**config.mk**
```make
export PLATFORM = sky130hd
export DESIGN_NAME = cart_ram_ctrl
export DESIGN_NICKNAME = d
export VERILOG_FILES = /design/src/rtl/cart_ram_pkg.sv /design/src/rtl/cart_win_decode.sv /design/src/rtl/cart_we_oneshot.sv /design/src/rtl/cart_ram_array.sv /design/src/rtl/cart_ram_ctrl.sv
export SDC_FILE = /design/constraint.sdc
export NUM_CORES = 1
export LEC_CHECK = 0
export BUFFER_PORTS_ARGS = -buffer_cell sky130_fd_sc_hd__buf_2
export CAP_MARGIN = 20
export CORE_ASPECT_RATIO = 1.4
export CORE_MARGIN = 2
export CORE_UTILIZATION = 45
export DETAILED_ROUTE_END_ITERATION = 10
export PLACE_DENSITY = 0.66
export SETUP_SLACK_MARGIN = 0.1
export SYNTH_ARGS = -nofsm -noshare
export SYNTH_HDL_FRONTEND = slang
export SYNTH_SLANG_ARGS = --single-unit
```
**constraint.sdc**
```tcl
create_clock -name clk -period 4.3 [get_ports clk]
set_clock_uncertainty 0.1 [all_clocks]
set_input_delay 0.86 -clock clk [delete_from_list [all_inputs] [get_ports clk]]
set_output_delay 0.86 -clock clk [all_outputs]
set_load 0.005 [all_outputs]
```
**src/rtl/cart_ram_pkg.sv**
```systemverilog
package cart_ram_pkg;

   typedef enum logic {
      OS_IDLE  = 1'b0,
      OS_PULSE = 1'b1
   } os_state_e;

   typedef struct packed {
      logic in_cart;
      logic in_win;
      logic wr_hit;
      logic rd_hit;
   } win_dec_t;

endpackage

```
**src/rtl/cart_win_decode.sv**
```systemverilog
module cart_win_decode
   import cart_ram_pkg::*;
#(
   parameter int ADDR_W = 13,
   parameter int RAM_AW = 7
) (
   input  logic [ADDR_W-1:RAM_AW] addr_hi,
   output win_dec_t               dec
);
   localparam int PAGE_LO = RAM_AW + 1;
   localparam int PAGE_HI = ADDR_W - 2;

   logic page_zero;

   assign page_zero   = (addr_hi[PAGE_HI:PAGE_LO] == '0);
   assign dec.in_cart = addr_hi[ADDR_W-1];
   assign dec.in_win  = dec.in_cart && page_zero;
   // lower half of the window writes, upper half reads
   assign dec.wr_hit  = dec.in_win && !addr_hi[RAM_AW];
   assign dec.rd_hit  = dec.in_win &&  addr_hi[RAM_AW];
endmodule

```
**src/rtl/cart_we_oneshot.sv**
```systemverilog
module cart_we_oneshot
   import cart_ram_pkg::*;
#(
   parameter int ADDR_W        = 13,
   parameter int DATA_W        = 8,
   parameter int RAM_AW        = 7,
   parameter int SETTLE_CYCLES = 2,
   parameter int PULSE_CYCLES  = 3
) (
   input  logic              clk,
   input  logic              rst_n,
   input  logic [ADDR_W-1:0] addr,
   input  logic              wr_hit,
   input  logic [DATA_W-1:0] data_in,
   output logic              we_n,
   output logic              commit,
   output logic [RAM_AW-1:0] commit_addr,
   output logic [DATA_W-1:0] commit_data
);
   localparam int SET_W = $clog2(SETTLE_CYCLES + 1);
   localparam int PUL_W = (PULSE_CYCLES > 1) ? $clog2(PULSE_CYCLES) : 1;
   localparam logic [SET_W-1:0] SET_MAX  = SET_W'(SETTLE_CYCLES);
   localparam logic [PUL_W-1:0] PUL_LAST = PUL_W'(PULSE_CYCLES - 1);

   logic [ADDR_W-1:0] addr_q;
   logic [SET_W-1:0]  stab_cnt;
   logic [PUL_W-1:0]  pul_cnt;
   logic              served;
   os_state_e         state;
   logic              same;
   logic              start;

   assign same   = (addr == addr_q);
   assign start  = (state == OS_IDLE) && same && wr_hit && !served
                   && (stab_cnt == SET_MAX);
   // the strobe is cut combinationally the moment the address moves
   assign we_n   = !((state == OS_PULSE) && same);
   assign commit = (state == OS_PULSE) && same && (pul_cnt == PUL_LAST);
   assign commit_addr = addr[RAM_AW-1:0];
   assign commit_data = data_in;

   always_ff @(posedge clk or negedge rst_n) begin
      if (!rst_n) begin
         addr_q   <= '0;
         stab_cnt <= '0;
      end else begin
         addr_q <= addr;
         if (!same)
            stab_cnt <= '0;
         else if (stab_cnt != SET_MAX)
            stab_cnt <= stab_cnt + 1'b1;
      end
   end

   always_ff @(posedge clk or negedge rst_n) begin
      if (!rst_n) begin
         state   <= OS_IDLE;
         pul_cnt <= '0;
         served  <= 1'b0;
      end else begin
         case (state)
            OS_IDLE: begin
               if (!same)
                  served <= 1'b0;
               if (start) begin
                  state   <= OS_PULSE;
                  pul_cnt <= '0;
               end
            end
            OS_PULSE: begin
               if (!same) begin
                  state  <= OS_IDLE;
                  served <= 1'b0;
               end else if (commit) begin
                  state  <= OS_IDLE;
                  served <= 1'b1;
               end else begin
                  pul_cnt <= pul_cnt + 1'b1;
               end
            end
            default: state <= OS_IDLE;
         endcase
      end
   end
endmodule

```
**src/rtl/cart_ram_array.sv**
```systemverilog
module cart_ram_array #(
   parameter int DATA_W = 8,
   parameter int DEPTH  = 128,
   parameter int RAM_AW = $clog2(DEPTH)
) (
   input  logic              clk,
   input  logic              rst_n,
   input  logic              wr_en,
   input  logic [RAM_AW-1:0] wr_addr,
   input  logic [DATA_W-1:0] wr_data,
   input  logic [RAM_AW-1:0] rd_addr,
   output logic [DATA_W-1:0] rd_data
);
   logic [DATA_W-1:0] mem [DEPTH];

   for (genvar g = 0; g < DEPTH; g++) begin : g_word
      always_ff @(posedge clk or negedge rst_n) begin
         if (!rst_n)
            mem[g] <= '0;
         else if (wr_en && (wr_addr == RAM_AW'(g)))
            mem[g] <= wr_data;
      end
   end

   assign rd_data = mem[rd_addr];
endmodule

```
**src/rtl/cart_ram_ctrl.sv**
```systemverilog
module cart_ram_ctrl
   import cart_ram_pkg::*;
#(
   parameter int ADDR_W        = 13,
   parameter int DATA_W        = 8,
   parameter int RAM_DEPTH     = 128,
   parameter int SETTLE_CYCLES = 2,
   parameter int PULSE_CYCLES  = 3
) (
   input  logic              clk,
   input  logic              rst_n,
   input  logic [ADDR_W-1:0] addr,
   input  logic [DATA_W-1:0] data_in,
   output logic [DATA_W-1:0] data_out,
   output logic              data_oe,
   output logic              ram_oe_n,
   output logic              ram_we_n,
   output logic              rom_sel,
   output logic              rom_suppress
);
   localparam int RAM_AW = $clog2(RAM_DEPTH);

   if (RAM_DEPTH != (1 << RAM_AW)) begin : g_bad_depth
      $error("RAM_DEPTH must be a power of two");
   end
   if (RAM_AW + 1 > ADDR_W - 2) begin : g_bad_addr
      $error("ADDR_W too narrow for the window");
   end
   if (SETTLE_CYCLES < 1 || PULSE_CYCLES < 1) begin : g_bad_timing
      $error("SETTLE_CYCLES and PULSE_CYCLES must be at least 1");
   end

   win_dec_t          dec;
   logic              commit;
   logic [RAM_AW-1:0] commit_addr;
   logic [DATA_W-1:0] commit_data;
   logic [DATA_W-1:0] rd_data;

   cart_win_decode #(
      .ADDR_W (ADDR_W),
      .RAM_AW (RAM_AW)
   ) u_dec (
      .addr_hi (addr[ADDR_W-1:RAM_AW]),
      .dec     (dec)
   );

   cart_we_oneshot #(
      .ADDR_W        (ADDR_W),
      .DATA_W        (DATA_W),
      .RAM_AW        (RAM_AW),
      .SETTLE_CYCLES (SETTLE_CYCLES),
      .PULSE_CYCLES  (PULSE_CYCLES)
   ) u_os (
      .clk         (clk),
      .rst_n       (rst_n),
      .addr        (addr),
      .wr_hit      (dec.wr_hit),
      .data_in     (data_in),
      .we_n        (ram_we_n),
      .commit      (commit),
      .commit_addr (commit_addr),
      .commit_data (commit_data)
   );

   cart_ram_array #(
      .DATA_W (DATA_W),
      .DEPTH  (RAM_DEPTH),
      .RAM_AW (RAM_AW)
   ) u_mem (
      .clk     (clk),
      .rst_n   (rst_n),
      .wr_en   (commit),
      .wr_addr (commit_addr),
      .wr_data (commit_data),
      .rd_addr (addr[RAM_AW-1:0]),
      .rd_data (rd_data)
   );

   assign data_oe      = dec.rd_hit;
   assign ram_oe_n     = !dec.rd_hit;
   assign data_out     = dec.rd_hit ? rd_data : '0;
   assign rom_sel      = dec.in_cart && !dec.in_win;
   assign rom_suppress = dec.in_win;
endmodule


```
# Yosys cells after proc, flatten, opt, wreduce, memory -nomap -nowiden

Index checks and enable logic that the tools add are counted.
W data, S select, Z words.

Bitwise operators: 2
Add/sub/neg operators: 2
Magnitude comparators: 1
Reductions and logical operators: 147
Equal/unequal tests: 137
Multiplexer cells: 18

Operators with widths:

| kind                  | count |
|---|---|
| $eq A7 B7 Y1 const B  | 64 |
| $eq A7 B6 Y1 const B  | 32 |
| $logic_and A1 B1 Y1   | 138 |
| $eq A7 B5 Y1 const B  | 16 |
| $bmux W8 S7           | 1 |
| $eq A7 B4 Y1 const B  | 8 |
| $eq A7 B3 Y1 const B  | 4 |
| $mux W8               | 3 |
| $eq A7 B2 Y1 const B  | 2 |
| $eq A13 B13 Y1        | 1 |
| $mux W2               | 5 |
| $ne A2 B2 Y1 const B  | 5 |
| $ge A8 B8 Y1 const B  | 1 |
| $not A7 Y8            | 1 |
| $eq A7 B1 Y1 const B  | 1 |
| $logic_not A7 Y1      | 1 |
| $mux W1               | 6 |
| $logic_not A1 Y1      | 5 |
| $add A2 B1 Y2 const B | 2 |
| $eq A2 B2 Y1 const B  | 2 |
| $logic_not A4 Y1      | 1 |
| $pmux W1 S2           | 2 |
| $pmux W2 S2           | 1 |
| $ne A3 B2 Y1 const B  | 1 |
| other kinds (4)       | 4 |

Register bits: 1043
Output and inout port bits: 13
Input bits: 23
Word-level logic and storage cells: 440

# Depth between registers and ports, before layout

Word-level depth: 8
Gate-level depth with buffers: 11

# Hierarchy

From an unflattened synthesis, not the netlist that was laid out.

Cells, all modules: 2868
Area total of the unflattened synthesis: 47416.7 um^2

Modules (own cells, without submodules):

| module          | times used | cells each | sequential area each (um^2) | area an instance (um^2) |
|---|---|---|---|---|
| cart_ram_array  | 1          | 2774       | 25624.6                     | 46402.0 |
| cart_we_oneshot | 1          | 77         | 475.5                       | 888.4 |
| cart_win_decode | 1          | 7          | 0.0                         | 66.3 |
| cart_ram_ctrl   | 1          | 10         | 0.0                         | 60.1 |

# Worst setup path before layout

OpenSTA, ideal clock, no wires.

Path type: input port to output port
Start: in addr[0]
End: out data_out[4]
Cell stages on the path: 9
Arrival time: 2894 ps
Data required time: 3340 ps
Path slack: 446 ps
Path buffers: 4
Path through: buf_2 -> buf_4 -> buf_4 -> buf_2 -> mux4_2 -> a221oi_1 -> o21ai_0 -> a221oi_1 -> nor3_1

Cells in the longest elaborated chain, start to end: 5

Ends and longest elaborated chain:

| item                                       | line                 | text |
|---|---|---|
| from (decl)                                | cart_ram_ctrl.sv:12  | `input logic [ADDR_W-1:0] addr,` |
| $not A7 Y8 (not written as such)           | cart_ram_array.sv:25 | `assign rd_data = mem[rd_addr];` |
| $bmux W8 S7                                | cart_ram_array.sv:25 |  |
| $mux W8 (not written as such) (2 in a row) | cart_ram_array.sv:25 |  |
| $mux W8                                    | cart_ram_ctrl.sv:81  | `assign data_out = dec.rd_hit ? rd_data : '0;` |
| to (decl)                                  | cart_ram_ctrl.sv:14  | `output logic [DATA_W-1:0] data_out,` |

Every way passes these cells. The select of a mux whose other input is x is not followed.

# Final worst setup path

Start: in addr[0]
End: out data_out[3]

The elaborated chain is that of the path after synthesis.

==> impl_metrics.yaml <==
outcome:
  outcome: "finished, final reports clean"
synth:
  synthCells: 3061
  synth-seq-area-share: 0.544
  syn_avg_cell_area_um2: 15.7
  synth_cell_types: 55
  synth_common_cells: "dfrtp_1 (1043), mux2_2 (828), mux4_2 (258)"
  synth_ff_type: "dfrtp_1"
  yosys-top-cells-area: "dfrtp_1 (54%), mux2_2 (19%), mux4_2 (12%)"
  synth_top_area_cell: "dfrtp_1"
  synth_edf_count: 0
  ys_async_sr_fraction: 1.00
  syn_area_mm2: 0.0480
  syn-num-nets: 3086
  yosysTopAreaCellShare: 0.544
  synth.most_common_cell: "dfrtp_1"
  ys_seq_elements: 1043
  yosys_warnings: 0
sta:
  hold_slack_ns: 0.201
  rsz0062_at_grt: "true"
  setup_violations: 0
  period_minus_slack_ns: 4.17
  finalHoldViolCount: 0
  max_freq_mhz: 240
  slew_headroom: 0.366
  tightest_slew_ns: 0.951
  drv_slew: 0
  fin_crit_sh: 0.969
  tns_ns: 0
cells_and_area:
  synthToLayoutAreaGrowth_pct: 14.7
  final.fill_count: 8495
  multi_input_area_mm2: 0.0210
  diodes: 0
  layout.cells.non_filler: 4691
  nets: 3288
  drive_gt1_frac: 0.507
  seqCellArea_mm2: 0.0261
global_route:
  grt_pass1_vias: 30800
  antenna_found_initial: 2
  grt_max_degree: 128
  grt_overflow_total: 0
  grt_pass1_wl_mm: 200
  track_usage: 0.245
drt:
  drt_iter0_markers: 1958
  wl_per_cell_um: 28.1
  drtAntennaViolNets: 0
  wl_mm: 132
  drt_drc_violations_left: 0
  vias_per_cell: 6.01
  route.vias.total: 28200
  first_pass_iters: 8
clocking:
  clock_latency_ns: 0.70
  clock-root-buffer: "clkbuf_16"
  cts_made_buffers: 96
  clockBufferDepth: 3
  cts.sinks: 1043
  cts_tree: "built"
  clkTransAtPathRegs_ns: 0.06
  ctsHtreeMaxLevel: 3
die:
  io_pins: 36
  initial_core_util: 0.454
  die-area_mm2: 0.109
  die_w_um: 280
  dieHeight_um: 390
  coreArea_mm2: 0.106
  core.rowCount: 141
power:
  pwr-share-clk: 0.448
  p_per_area_mw_per_mm2: 359
  power_leakage_nw: 26.9
  vdd_drop_max_mv: 0.368
  power_switching_share: 0.230
  seqPwrFrac: 0.497
  p_sw_mw: 4.55
  combinationalPowerShare: 0.055
  internal_power_mw: 15.2
critical_path:
  rrSetupSlack_ns: 1.11
  start_kind: "primary input"
  cp_data_required_time_ns: 3.34
  worstSetupEndpointType: "primary output"
  worst_ep_arrival_time_ns: 3.21
  cp_max_fo: 17
  path_class: "primary input to primary output"
place:
  io_buffers: 35
  hpwl_mm: 91.6
  dp_cells: 4514
  place_congestion: 0.886
flow_run:
  maxCapViolCount: 0
min_path:
  min_path_type: "primary input to register"
==> cell type report <==
cell class                 instances  share of cell area
timing repair buffer             323              0.0531
clock buffer                     133              0.0509
tap                             1358              0.0309
clock inverter                    35             0.00805
sequential                      1043               0.474
inverter                           8            0.000569
multi-input combinational       1791               0.382
==> final timing paths <==
check                                 from        endpoint  cells after the start
max                                addr[0]     data_out[3]                      9
min                                addr[9]  u_os.addr_q[9]                      1
max reg2reg                u_os.pul_cnt[0]  u_mem.mem[454]                      7
min reg2reg                 u_mem.mem[285]  u_mem.mem[285]                      1
max in group asynchronous            rst_n  u_mem.mem[433]                      4
min in group asynchronous            rst_n  u_mem.mem[167]                      2
==> repair_timing <==
action | CTS | global route
pin swaps | 2 | 10
gates cloned | 1 | 1
endpoints found under the hold margin | 2 | 0
hold buffers | 1 | 0
resized for setup | 23 | 19
endpoints found under the setup margin | 8 | 8
setup buffers | 2 | 2
==> state kept, by name (all words and copies together) (netlist names) <==
signal / cells
u_os.pul_cnt: 2
u_os.state: 1
u_os.stab_cnt: 2
u_mem.mem: 1024
u_os.served: 1
u_os.addr_q: 13
==> power by group through the flow <==
stage	clock network (mW)	logic, mW	registers [mW]
4_1_cts	9.02	1.08	9.82
6_report	8.86	1.08	9.82
3_3_place_gp	0	1.03	10.0
2_1_floorplan	0	0.432	10.0
3_5_place_dp	0	1.05	10.0
5_1_grt	9.42	1.16	9.81
==> kinds of logic after synthesis <==
group / share of synthesized area
AND/OR/NAND/NOR: 0.0392
buffers and inverters: 0.0203
XOR/XNOR: 0.00256
AO/OA/AOI/OAI: 0.0183
adder cells (fa/ha/maj): 0.000522
multiplexers: 0.375
flip-flops: 0.544
==> layout by cell type (no fill, tap or decap), types with 29 or more instances in the layout <==
| cell | netlist | routed |
|---|---|---|
| buf_12 | 0 | 33 |
| buf_4 | 13 | 255 |
| clkbuf_16 | 0 | 98 |
| dfrtp_1 | 1043 | 1043 |
| mux2_1 | 200 | 200 |
| mux2_2 | 828 | 828 |
| mux2i_1 | 59 | 57 |
| mux4_2 | 258 | 258 |
| nand2_1 | 85 | 85 |
| nor2_1 | 44 | 42 |
| nor2_2 | 27 | 29 |
==> worst max-delay path, cell delays in order <==
cell	delay [ns]
buf_16	0.16
buf_12	0.20
buf_4	0.15
mux4_2	0.48
a22o_1	0.24
a211oi_1	0.43
a211o_1	0.28
a211oi_2	0.17
buf_2	0.19
==> stage by stage <==
stage          setup WS (ns)  instance area, um^2   util  total power, mW
3_5_place_dp          -0.262                51400  0.487             11.1
4_1_cts                0.101                54800  0.519             19.9
6_report               0.134                55000  0.521             19.8
2_1_floorplan          0.446                48000      -             10.4
3_3_place_gp          -0.256                51400  0.487             11.0
5_1_grt               0.0827                55000  0.521             20.4
==> metal layers <==
metal  part of all wire  GRT usage
met5                  0          0
met2               0.52      0.430
met4              0.054      0.123
met3              0.044     0.0353
met1               0.38      0.296
No activity file was read; power rests on OpenSTA's default activity.
